==> src/rtl/idlemon_pkg.sv <==
package idlemon_pkg;
    localparam int unsigned ADDR_W = 3;

    typedef enum logic [ADDR_W-1:0] {
        A_CTRL = 3'd0,
        A_ACT  = 3'd1,
        A_ARM  = 3'd2,
        A_HIT  = 3'd3,
        A_TICK = 3'd4
    } reg_addr_e;
endpackage

==> src/rtl/idlemon_w1c.sv <==
module idlemon_w1c #(
    parameter int unsigned W = 5
) (
    input  logic         clk,
    input  logic         rst_n,
    input  logic [W-1:0] set_i,
    input  logic [W-1:0] clr_i,
    output logic [W-1:0] q_o
);
    typedef struct packed {
        logic [W-1:0] bits;
    } state_t;

    state_t s_d, s_q;

    // set has priority over a same-cycle clear
    always_comb begin
        s_d      = s_q;
        s_d.bits = (s_q.bits & ~clr_i) | set_i;
    end

    always_ff @(posedge clk or negedge rst_n) begin
        if (!rst_n) s_q <= '0;
        else        s_q <= s_d;
    end

    assign q_o = s_q.bits;
endmodule

==> src/rtl/idlemon_timer.sv <==
module idlemon_timer #(
    parameter int unsigned TICK_CYCLES = 6000,
    localparam int unsigned CNT_W = (TICK_CYCLES > 2) ? $clog2(TICK_CYCLES) : 1
) (
    input  logic             clk,
    input  logic             rst_n,
    input  logic             en_i,
    output logic             expire_o,
    output logic [CNT_W-1:0] cnt_o
);
    localparam logic [CNT_W-1:0] LAST = CNT_W'(TICK_CYCLES - 1);

    typedef struct packed {
        logic [CNT_W-1:0] cnt;
    } state_t;

    state_t s_d, s_q;

    always_comb begin
        s_d      = s_q;
        expire_o = 1'b0;
        if (!en_i) begin
            s_d.cnt = '0;
        end else if (s_q.cnt == LAST) begin
            s_d.cnt  = '0;
            expire_o = 1'b1;
        end else begin
            s_d.cnt = s_q.cnt + 1'b1;
        end
    end

    always_ff @(posedge clk or negedge rst_n) begin
        if (!rst_n) s_q <= '0;
        else        s_q <= s_d;
    end

    assign cnt_o = s_q.cnt;
endmodule

==> src/rtl/idlemon_top.sv <==
module idlemon_top
    import idlemon_pkg::*;
#(
    parameter int unsigned N_DEV       = 5,
    parameter int unsigned DW          = 8,
    parameter int unsigned TICK_CYCLES = 6000,
    localparam int unsigned CNT_W = (TICK_CYCLES > 2) ? $clog2(TICK_CYCLES) : 1
) (
    input  logic                clk,
    input  logic                rst_n,
    input  logic                reg_wr,
    input  logic [ADDR_W-1:0]   reg_addr,
    input  logic [DW-1:0]       reg_wdata,
    output logic [DW-1:0]       reg_rdata,
    input  logic [N_DEV-1:0]    acc_valid,
    output logic [N_DEV-1:0]    acc_fwd,
    output logic                irq
);
    typedef struct packed {
        logic             en;
        logic [N_DEV-1:0] arm;
    } ctrl_t;

    ctrl_t c_d, c_q;

    logic [N_DEV-1:0] act_q, hit_q;
    logic [N_DEV-1:0] act_set, act_clr, hit_set, hit_clr;
    logic             tick_q, tick_clr, expire;
    logic [CNT_W-1:0] cnt_q;

    // control registers
    always_comb begin
        c_d = c_q;
        if (reg_wr && reg_addr == A_CTRL) c_d.en  = reg_wdata[0];
        if (reg_wr && reg_addr == A_ARM)  c_d.arm = reg_wdata[N_DEV-1:0];
    end

    always_ff @(posedge clk or negedge rst_n) begin
        if (!rst_n) c_q <= '0;
        else        c_q <= c_d;
    end

    // access path: trapped strobes are swallowed
    always_comb begin
        acc_fwd = acc_valid & ~c_q.arm;
        act_set = acc_fwd;
        hit_set = acc_valid & c_q.arm;
        act_clr = (reg_wr && reg_addr == A_ACT)  ? reg_wdata[N_DEV-1:0] : '0;
        hit_clr = (reg_wr && reg_addr == A_HIT)  ? reg_wdata[N_DEV-1:0] : '0;
        tick_clr = reg_wr && reg_addr == A_TICK && reg_wdata[0];
    end

    idlemon_w1c #(.W(N_DEV)) u_act (
        .clk(clk), .rst_n(rst_n), .set_i(act_set), .clr_i(act_clr), .q_o(act_q)
    );

    idlemon_w1c #(.W(N_DEV)) u_hit (
        .clk(clk), .rst_n(rst_n), .set_i(hit_set), .clr_i(hit_clr), .q_o(hit_q)
    );

    idlemon_w1c #(.W(1)) u_tick (
        .clk(clk), .rst_n(rst_n), .set_i(expire), .clr_i(tick_clr), .q_o(tick_q)
    );

    idlemon_timer #(.TICK_CYCLES(TICK_CYCLES)) u_timer (
        .clk(clk), .rst_n(rst_n), .en_i(c_q.en), .expire_o(expire), .cnt_o(cnt_q)
    );

    assign irq = tick_q | (|hit_q);

    always_comb begin
        reg_rdata = '0;
        case (reg_addr)
            A_CTRL:  reg_rdata = DW'(c_q.en);
            A_ACT:   reg_rdata = DW'(act_q);
            A_ARM:   reg_rdata = DW'(c_q.arm);
            A_HIT:   reg_rdata = DW'(hit_q);
            A_TICK:  reg_rdata = DW'(tick_q);
            default: reg_rdata = '0;
        endcase
    end
endmodule

==> config.mk <==
export PLATFORM = sky130hd
export DESIGN_NAME = idlemon_top
export DESIGN_NICKNAME = d
export VERILOG_FILES = /design/src/rtl/idlemon_pkg.sv /design/src/rtl/idlemon_w1c.sv /design/src/rtl/idlemon_timer.sv /design/src/rtl/idlemon_top.sv
export SDC_FILE = /design/constraint.sdc
export NUM_CORES = 1
export LEC_CHECK = 0
export ABC_AREA = 1
export BUFFER_PORTS_ARGS = -buffer_cell sky130_fd_sc_hd__buf_2
export CORE_MARGIN = 1.5
export CORE_UTILIZATION = 54
export DETAILED_ROUTE_END_ITERATION = 8
export GPL_ROUTABILITY_DRIVEN = 0
export PLACE_DENSITY = 0.88
export SLEW_MARGIN = 40
export SYNTH_ARGS = -nofsm -noshare
export SYNTH_HDL_FRONTEND = slang
export SYNTH_SLANG_ARGS = --single-unit
==> constraint.sdc <==
create_clock -name clk -period 1.5 [get_ports clk]
set_input_delay 0.15 -clock clk [delete_from_list [all_inputs] [get_ports clk]]
set_output_delay 0.15 -clock clk [all_outputs]
set_load 0.02 [all_outputs]
==> results, run 1 <==
- For this run, the number of Yosys warnings is 0.
- The total grt overflow is 0.
- The leakage power total is approximately 0.0009 uW.
- Across the routed clock network, the largest skew measured is about 0.011 ns.
- The worst ir drop on vdd is between 0.0009 and 0.001 V.
- The global-route wire length before repair is 5810 microns.
- The area of the core region is roughly 0.0028 sq mm.
- The clock slew at the register clock pins of the worst setup and hold paths is 0.11 ns.
- Once placement completed, the tool counted placed cells totaling 263.
- The final-report hold violation count was 0.
- The HPWL after detailed placement is roughly 2300 microns.
- The number of global-route vias before repair was 1382.
- The longest individual stage delay on the worst path is 0.44 ns.
- The final core utilization is 0.676.
- Across the run, the number of max-cap violations was 0.
- The routed layout has roughly 1400 vias.
- The initial antenna violation count is 0.
- In the synthesized netlist the async set-or-reset flop fraction comes to 1.00.
- For this block, the initial DRC count from the detailed router was 48.
- After synthesis, the netlist uses 27 different library cells.
- Once placement finished, the instance area stood at 0.00174 sq mm.
- The global-route total usage across every layer is 0.231.
- The count of antenna diodes in the layout is 0.
- Sorting the synthesized cells by area gives the leading types as sky130_fd_sc_hd__dfrtp_1, sky130_fd_sc_hd__nand2_1, sky130_fd_sc_hd__nor2_1.
- For this run, design rule violations remaining after detail routing come to 0.
- The top-level port count is 33.
- The number of flops mapped to enable cells by yosys is 0.
- The routed length per instance is 11.8 microns.
- Of the post-synthesis cell area, the dominant cell type holds 0.473.
- The data arrival time at the worst-slack endpoint is 1.32 ns.
- Summed over all layers, the routed wires come to 3220 microns.
- The vertical die dimension is 57.2 microns.
- The critical path depth in cells is 3.
- The largest fanout on the critical path is 3.
- Setup violations remaining at the end of the flow were counted as 0.
- The fraction of layout instances using a drive strength above 1 is 0.202.
- The floorplan has 19 rows.
- The post-synthesis register bit count is 30.
- The flow ran to the end, and the final reports show no timing, DRC or antenna violations.
- Entering global routing, the biggest net connects 31 pins.
- The root buffer selected by CTS is sky130_fd_sc_hd__clkbuf_4.
- Counting every instance in the synthesized netlist gives 207.
- Grouping stages by cell kind, the critical path spends the most delay in flip-flops.
- By instance count, the leading cell after synthesis is sky130_fd_sc_hd__nand2_1.
- Compared with the post-synthesis result, the final layout area differs by 18.5%.
- The number of buffers added by the clock tree synthesis step is 5.
- The first TritonRoute pass finished after 4 iterations.
- The critical path is of the reg2out type.
- Ranked by instance count, the synthesized netlist is headed by sky130_fd_sc_hd__nand2_1, sky130_fd_sc_hd__nor2_1, sky130_fd_sc_hd__dfrtp_1.
- In the routed layout, each cell is associated on average with a via count of 5.15.
- The aggregate negative setup slack is 0 ns.
- The count of cells along the worst register-to-register path is 6.
- The worst path in the final design needs a cycle of roughly 1.5 ns, including I/O delays and setup.
- The share of the Yosys chip area taken by registers is 0.473.
- The worst hold path was traced through 3 stages.
- Data on the critical path is required at its endpoint by 1.35 ns.
- Setup repair after global routing left no endpoint under its margin.
- The highest clock rate is 682 MHz.
- STA classifies the critical path startpoint as a flop.
- The die covers 0.00327 sq mm.
- During placement, the flow inserted port buffers numbering 26.
- The type of the most critical hold path is in2reg.
- The total clock sinks is 30.
- The leading area contributor after synthesis is sky130_fd_sc_hd__dfrtp_1.
- For this design, the slowest cell found on the critical path is sky130_fd_sc_hd__dfrtp_1.
- From left edge to right edge, the die measures 57.2 microns.
- The top flip-flop cell by instance count after synthesis is sky130_fd_sc_hd__dfrtp_1.
- Once detail routing completed, the nets flagged for antenna violations numbered 0.
- In this run the power density over the cells is roughly 1100 mW/mm^2.
- The endpoint class of the critical path is an output pin.
- TritonCTS built the clock tree.
- In the finished design, the share of the clock period the worst path needs comes to 0.977.
- The number of max-slew violations in the final report is 0.
- Leaving out filler cells and counting taps, the final layout contains 273.
- At the placement stage, the worst setup path has a slack of 0.135 ns.
- The slew at the pin closest to its max-slew limit is 0.655 ns.
- The critical path goes through nor4_2, nand3_1, buf_2.
- Counting both buffers and inverters, the worst setup path holds a total of 1.
- The level count of the clock H-tree is 2.
- The clock passes through at most 2 buffers.
- The synthesized cell area is 0.00159 sq mm.
- The starting utilization of the core area is 0.570.
- The clock reaches the later pin of the worst-skew pair after 0.34 ns.
- The worst max-slew margin expressed relative to the limit is 0.563.
- The setup slack of the critical path after layout is between 0.03 and 0.04 ns.
- The cell area after layout is 0.00188 sq mm.
- In the final design database the tool counted about 260 nets.
- After synthesis, the mean cell area works out to 7.66 sq um.
sequential cells by signal, summed over array words and instances, names as in the netlist:
signal         cells
c_q                6
u_act.q_o          5
u_hit.q_o          5
u_tick.q_o         1
u_timer.cnt_o     13
final timing paths:
| kind | slack, ns | end | start |
|---|---|---|---|
| worst max-delay path | 0.03 | irq | u_hit.q_o[2] |
| worst min-delay path | 0.01 | u_hit.q_o[1] | acc_valid[1] |
| min in group asynchronous | 0.36 | u_timer.cnt_o[7] | rst_n |
| max in group asynchronous | 0.71 | u_timer.cnt_o[3] | rst_n |
| worst min register to register | 0.46 | u_timer.cnt_o[0] | u_timer.cnt_o[0] |
| worst max register to register | 0.17 | u_timer.cnt_o[6] | u_timer.cnt_o[0] |
tightest hold or removal path, delay by kind of cell:
kind | cells | cell delay (ns)
and+or+nand+nor | 2 | 0.09
buffers and inverters | 1 | 0.08
what timing repair did:
item	CTS	global route
endpoints found under the hold margin	30	0
pin swaps	0	0
endpoints found under the setup margin	1	2
gates resized for setup	1	2
setup buffers	1	0
hold buffers	1	0
through the flow:
stage	hold slack, ns	power [uW]
2_1_floorplan	-0.146	1170
3_3_place_gp	0.215	1280
3_5_place_dp	0.215	1290
4_1_cts	0.0194	2150
5_1_grt	0.0165	2240
6_report	0.0125	2150
routing by layer:
metal	track usage	up-vias	part of all wire
li1	-	731	-
met1	0.291	632	0.44
met2	0.389	37	0.50
met3	0.0499	7	0.042
met4	0.0897	0	0.020
met5	0	-	0
layout by cell type, fill, tap and decap left out, types with 2 or more instances in the layout:
cell type	n
sky130_fd_sc_hd__nand4_1	4
sky130_fd_sc_hd__nor2_1	32
sky130_fd_sc_hd__conb_1	3
sky130_fd_sc_hd__bufinv_16	2
sky130_fd_sc_hd__xor2_1	4
sky130_fd_sc_hd__o21ai_1	14
sky130_fd_sc_hd__nand3_1	15
sky130_fd_sc_hd__buf_2	26
sky130_fd_sc_hd__dfrtp_1	30
sky130_fd_sc_hd__buf_4	2
sky130_fd_sc_hd__nand2_2	2
sky130_fd_sc_hd__nor2_2	2
sky130_fd_sc_hd__clkbuf_4	5
sky130_fd_sc_hd__inv_1	24
sky130_fd_sc_hd__nor3_4	2
sky130_fd_sc_hd__nand2_1	51
sky130_fd_sc_hd__o21ai_0	5
sky130_fd_sc_hd__nor3_1	4
sky130_fd_sc_hd__inv_2	3
power breakdown:
group          total [uW]  internal [uW]  switching, uW
Clock                 860            564            296
Combinational         335            121            214
Sequential            955            885           69.8
cells by family after synthesis:
| family | after synthesis | synth area share |
|---|---|---|
| compound gates | 23 | 0.0789 |
| simple gates | 116 | 0.329 |
| flops | 30 | 0.473 |
| other cells | 1 | 0.00236 |
| fa+ha+maj | 1 | 0.00789 |
| xor+xnor | 5 | 0.0276 |
| buf+inv | 31 | 0.0812 |
final cells by class:
cell class                 count  area, sq um
inverter                      27          101
clock buffer                   6         51.3
multi-input combinational    148          723
tap                           31         38.8
fill                         240          901
sequential                    30          751
timing repair buffer          29          155
clock inverter                 2         60.1
No activity file was read; power rests on OpenSTA's default activity.
==> inputs of run 2 (changes only) <==
--- a/config.mk
+++ b/config.mk
@@ -5,13 +5,12 @@
 export SDC_FILE = /design/constraint.sdc
 export NUM_CORES = 1
 export LEC_CHECK = 0
-export ABC_AREA = 1
 export BUFFER_PORTS_ARGS = -buffer_cell sky130_fd_sc_hd__buf_2
 export CORE_MARGIN = 1.5
-export CORE_UTILIZATION = 54
+export CORE_UTILIZATION = 48
 export DETAILED_ROUTE_END_ITERATION = 8
 export GPL_ROUTABILITY_DRIVEN = 0
-export PLACE_DENSITY = 0.88
+export PLACE_DENSITY = 0.83
 export SLEW_MARGIN = 40
 export SYNTH_ARGS = -nofsm -noshare
 export SYNTH_HDL_FRONTEND = slang
==> constraint.sdc (replaced) <==
create_clock -name clk -period 1.3 [get_ports clk]
set_input_delay 0.13 -clock clk [delete_from_list [all_inputs] [get_ports clk]]
set_output_delay 0.13 -clock clk [all_outputs]
set_load 0.02 [all_outputs]
==> results, run 2 <==
- The number of max-slew violations in the final report is 0 (unchanged).
- The worst ir drop on vdd is 0.000890 V (was 0.000939 V).
- Sequence of cells on the critical path: buf_6, nor4_4, nand2_1, buf_6 (was nor4_2, nand3_1, buf_2).
- Leading post-synthesis cells by instance count: sky130_fd_sc_hd__dfrtp_1, sky130_fd_sc_hd__nor2_1, sky130_fd_sc_hd__nand2_1 (was sky130_fd_sc_hd__nand2_1, sky130_fd_sc_hd__nor2_1, sky130_fd_sc_hd__dfrtp_1).
- The leakage power total is 0.00100 uW (was 0.000904 uW).
- The final-stage net count is 221 (was 261).
- The final critical delay including setup and external delays is approximately 1.5 ns.
- The flop-to-flop setup slack was -0.02 ns (was 0.17 ns).
- The number of global-route vias before repair is 1402 (was 1382).
- The number of flops mapped to enable cells by yosys is 0 (unchanged).
- The cell with the biggest individual delay on the critical path is sky130_fd_sc_hd__dfrtp_1 (unchanged).
- The routed length per instance is 15.4 microns (was 11.8 microns).
- The relative area change from synthesis to final layout is 43.0% (was 18.5%).
- The required time at the endpoint of the critical path is 1.17 ns (was 1.35 ns).
- The global-route total usage across every layer came to 0.234 (was 0.231).
- The areal power density over the cells came to 1110 mW/mm^2 (was 1140 mW/mm^2).
- The highest clock rate is 646 MHz.
- The data arrival time at the worst-slack endpoint is 1.42 ns (was 1.32 ns).
- The flip-flop count of the largest register after layout is 13 (unchanged).
- The level count of the clock H-tree came to 2 (unchanged).
- The initial antenna violation count came to 0 (unchanged).
- The first-pass detailed-route iteration total is 4 (unchanged).
- Outcome: finished with violations (was finished, final reports clean).
- The final-report setup violation count is 12 (was 0).
- The setup clock skew after layout came to 0.00896 ns (was 0.0113 ns).
- The leading area contributor after synthesis is sky130_fd_sc_hd__dfrtp_1 (unchanged).
- The global-route wire length before repair was 6180 microns (was 5810 microns).
- The instance count of the mapped netlist is 149 (was 207).
- The top flip-flop cell by instance count after synthesis is sky130_fd_sc_hd__dfrtp_1 (unchanged).
- The clock insertion delay at the later pin of the skew report is 0.33 ns (was 0.34 ns).
- The final reports fail on setup timing.
- The number of warnings issued by yosys was 0 (unchanged).
- The area of the core region came to 0.00308 sq mm (was 0.00278 sq mm).
- The DRC violation count after routing is 0 (unchanged).
- The post-detailed-routing wire length is 3780 microns (was 3220 microns).
- The category of the most critical setup path is reg2out (unchanged).
- The fraction of synthesized cell area taken by the top area cell type came to 0.482 (was 0.473).
- Area contributors post-synth: sky130_fd_sc_hd__dfrtp_1, sky130_fd_sc_hd__mux2_2, sky130_fd_sc_hd__nor2_1 (was sky130_fd_sc_hd__dfrtp_1, sky130_fd_sc_hd__nand2_1, sky130_fd_sc_hd__nor2_1).
- The element type at the critical path start is a flop (unchanged).
- The proportion of synthesized flip-flops having asynchronous set or reset is 1.00 (unchanged).
- The die outline area is 0.00360 sq mm (was 0.00327 sq mm).
- The root buffer selected by CTS is sky130_fd_sc_hd__clkbuf_4 (unchanged).
- The average via count per standard cell is 5.30 (was 5.15).
- The worst path buffer plus inverter count is 2 (was 1).
- The overall power of the completed layout was 2470 uW (was 2150 uW).
- The total clock sinks is 30 (unchanged).
- The endpoint class of the critical path is an output pin (unchanged).
- The setup slack of the critical path after layout is -0.247 ns (was 0.0344 ns).
- The vertical die dimension came to 60.0 microns (was 57.2 microns).
- The largest net degree at the start of global routing is 31 (unchanged).
- The cell area after layout came to 0.00223 sq mm (was 0.00188 sq mm).
- The post-synthesis register bit count is 30 (unchanged).
- The leading cell type in the layout, fill and taps excluded was sky130_fd_sc_hd__dfrtp_1 (was sky130_fd_sc_hd__nand2_1).
- The fraction of layout instances using a drive strength above 1 is 0.545 (was 0.202).
- The type of the most critical hold path is in2reg (unchanged).
- The number of core rows was 20 (was 19).
- The slew at the pin closest to its max-slew limit came to 0.668 ns (was 0.655 ns).
- The horizontal die dimension is 60.0 microns (was 57.2 microns).
- The total grt overflow is 0 (unchanged).
- Commonest non-fill, non-tap cells in the layout: sky130_fd_sc_hd__dfrtp_1, sky130_fd_sc_hd__buf_4, sky130_fd_sc_hd__nand2_1 (was sky130_fd_sc_hd__nand2_1, sky130_fd_sc_hd__nor2_1, sky130_fd_sc_hd__dfrtp_1).
- The most common cell in the synthesized netlist is sky130_fd_sc_hd__dfrtp_1 (was sky130_fd_sc_hd__nand2_1).
- RSZ-0062 raised after global routing: yes (was no).
- The most repeated library cell on the critical path is sky130_fd_sc_hd__buf_6.
- The HPWL after detailed placement is 2400 microns (was 2340 microns).
- The final-report hold violation count is 0 (unchanged).
- The number of max-cap violations is 0 (unchanged).
- The clock slew at the register clock pins of the worst setup and hold paths is 0.10 ns (was 0.11 ns).
- The number of nets with antenna violations after routing is 0 (unchanged).
- The post-synthesis cell type count is 36 (was 27).
- In the finished design, the share of the clock period the worst path needs comes to 1.19.
- The synthesized cell area is 0.00156 sq mm (was 0.00159 sq mm).
- The worst-case clock buffer depth is 2 (unchanged).
- The cell type group with the largest total delay on the critical path is flip-flops (unchanged).
- The via total after detailed routing is 1303 (was 1407).
- The count of buffers from port buffering is 26 (unchanged).
- The longest individual stage delay on the worst path is 0.41 ns (was 0.44 ns).
- The count of antenna diodes in the layout is 0 (unchanged).
- The clock tree from TritonCTS is yes (unchanged).
- The synthesized area per cell is 10.5 sq um (was 7.66 sq um).
- The worst max-slew margin expressed relative to the limit is 0.555 (was 0.563).
- The number of buffers added by the clock tree synthesis step came to 5 (unchanged).
- The worst slack at placement is -0.0278 ns (was 0.135 ns).
- The final core utilization was 0.724 (was 0.676).
- The starting utilization of the core area is 0.507 (was 0.570).
- The largest fanout on the critical path is 2 (was 3).
- The top-level port count is 33 (unchanged).
- The violation count after the first detailed-routing iteration is 51 (was 48).
- The instance area at placement was 0.00181 sq mm (was 0.00174 sq mm).
- The proportion of synthesized chip area in sequential cells was 0.482 (was 0.473).
==> run 2: logic make-up after synthesis <==
group,count (synthesis),synth area share
XOR/XNOR,11,0.0618
AND/OR/NAND/NOR,67,0.238
adder cells (fa/ha/maj),1,0.00802
multiplexers,11,0.0795
flip-flops,30,0.482
buffers and inverters,10,0.0393
AO/OA/AOI/OAI,18,0.0899
other,1,0.00241
==> run 2: worst paths after layout <==
kind,from,endpoint,cells after the start
worst max-delay path,u_hit.q_o[4],irq,4
worst min-delay path,acc_valid[4],u_hit.q_o[4],2
worst max register to register,u_timer.cnt_o[0],u_timer.cnt_o[10],6
worst min register to register,u_act.q_o[0],u_act.q_o[0],1
max in group asynchronous,rst_n,u_hit.q_o[2],2
min in group asynchronous,rst_n,u_hit.q_o[3],2
==> run 2: worst register-to-register path: stages, from the launching register on <==
cell	delay (ns)
sky130_fd_sc_hd__dfrtp_1	0.37
sky130_fd_sc_hd__ha_2	0.21
sky130_fd_sc_hd__and3_4	0.19
sky130_fd_sc_hd__nand4_1	0.12
sky130_fd_sc_hd__nand2_2	0.12
sky130_fd_sc_hd__buf_8	0.15
sky130_fd_sc_hd__nor2_4	0.04
==> run 2: where the power goes <==
group / internal (uW) / switching (uW) / total, uW
combinational: 422 / 368 / 790
sequential: 1030 / 78.6 / 1110
clock: 262 / 311 / 573
==> run 2: layer usage <==
metal / up-vias / global-route usage / part of all wire
li1: 608 / - / -
met1: 641 / 0.257 / 0.39
met2: 39 / 0.416 / 0.52
met3: 15 / 0.0801 / 0.051
met4: 0 / 0.0857 / 0.039
met5: - / 0 / 0
==> run 2: final cells by class <==
class,instances,area (sq um)
Inverter,2,7.51
Timing Repair Buffer,51,397
Clock inverter,1,5.00
Multi-Input combinational cell,111,960
Clock buffer,7,55.1
Sequential cell,30,751
Tap cell,44,55.1
Fill cell,208,848
==> run 2: repair_timing <==
action	CTS	global route
hold buffers	1	0
pin swaps	19	16
buffers inserted	10	0
gates resized for setup	39	31
endpoints found under the hold margin	30	0
endpoints found under the setup margin	18	24
==> run 2: metrics by stage <==
step                      instances  hold WS, ns  setup TNS [ns]
after floorplan                 151       -0.166               0
after global placement          227        0.183               0
after detailed placement        227        0.202         -0.0485
after CTS                       246       0.0222           -1.30
after global routing            246       0.0374           -2.18
final                           246       0.0479           -1.23
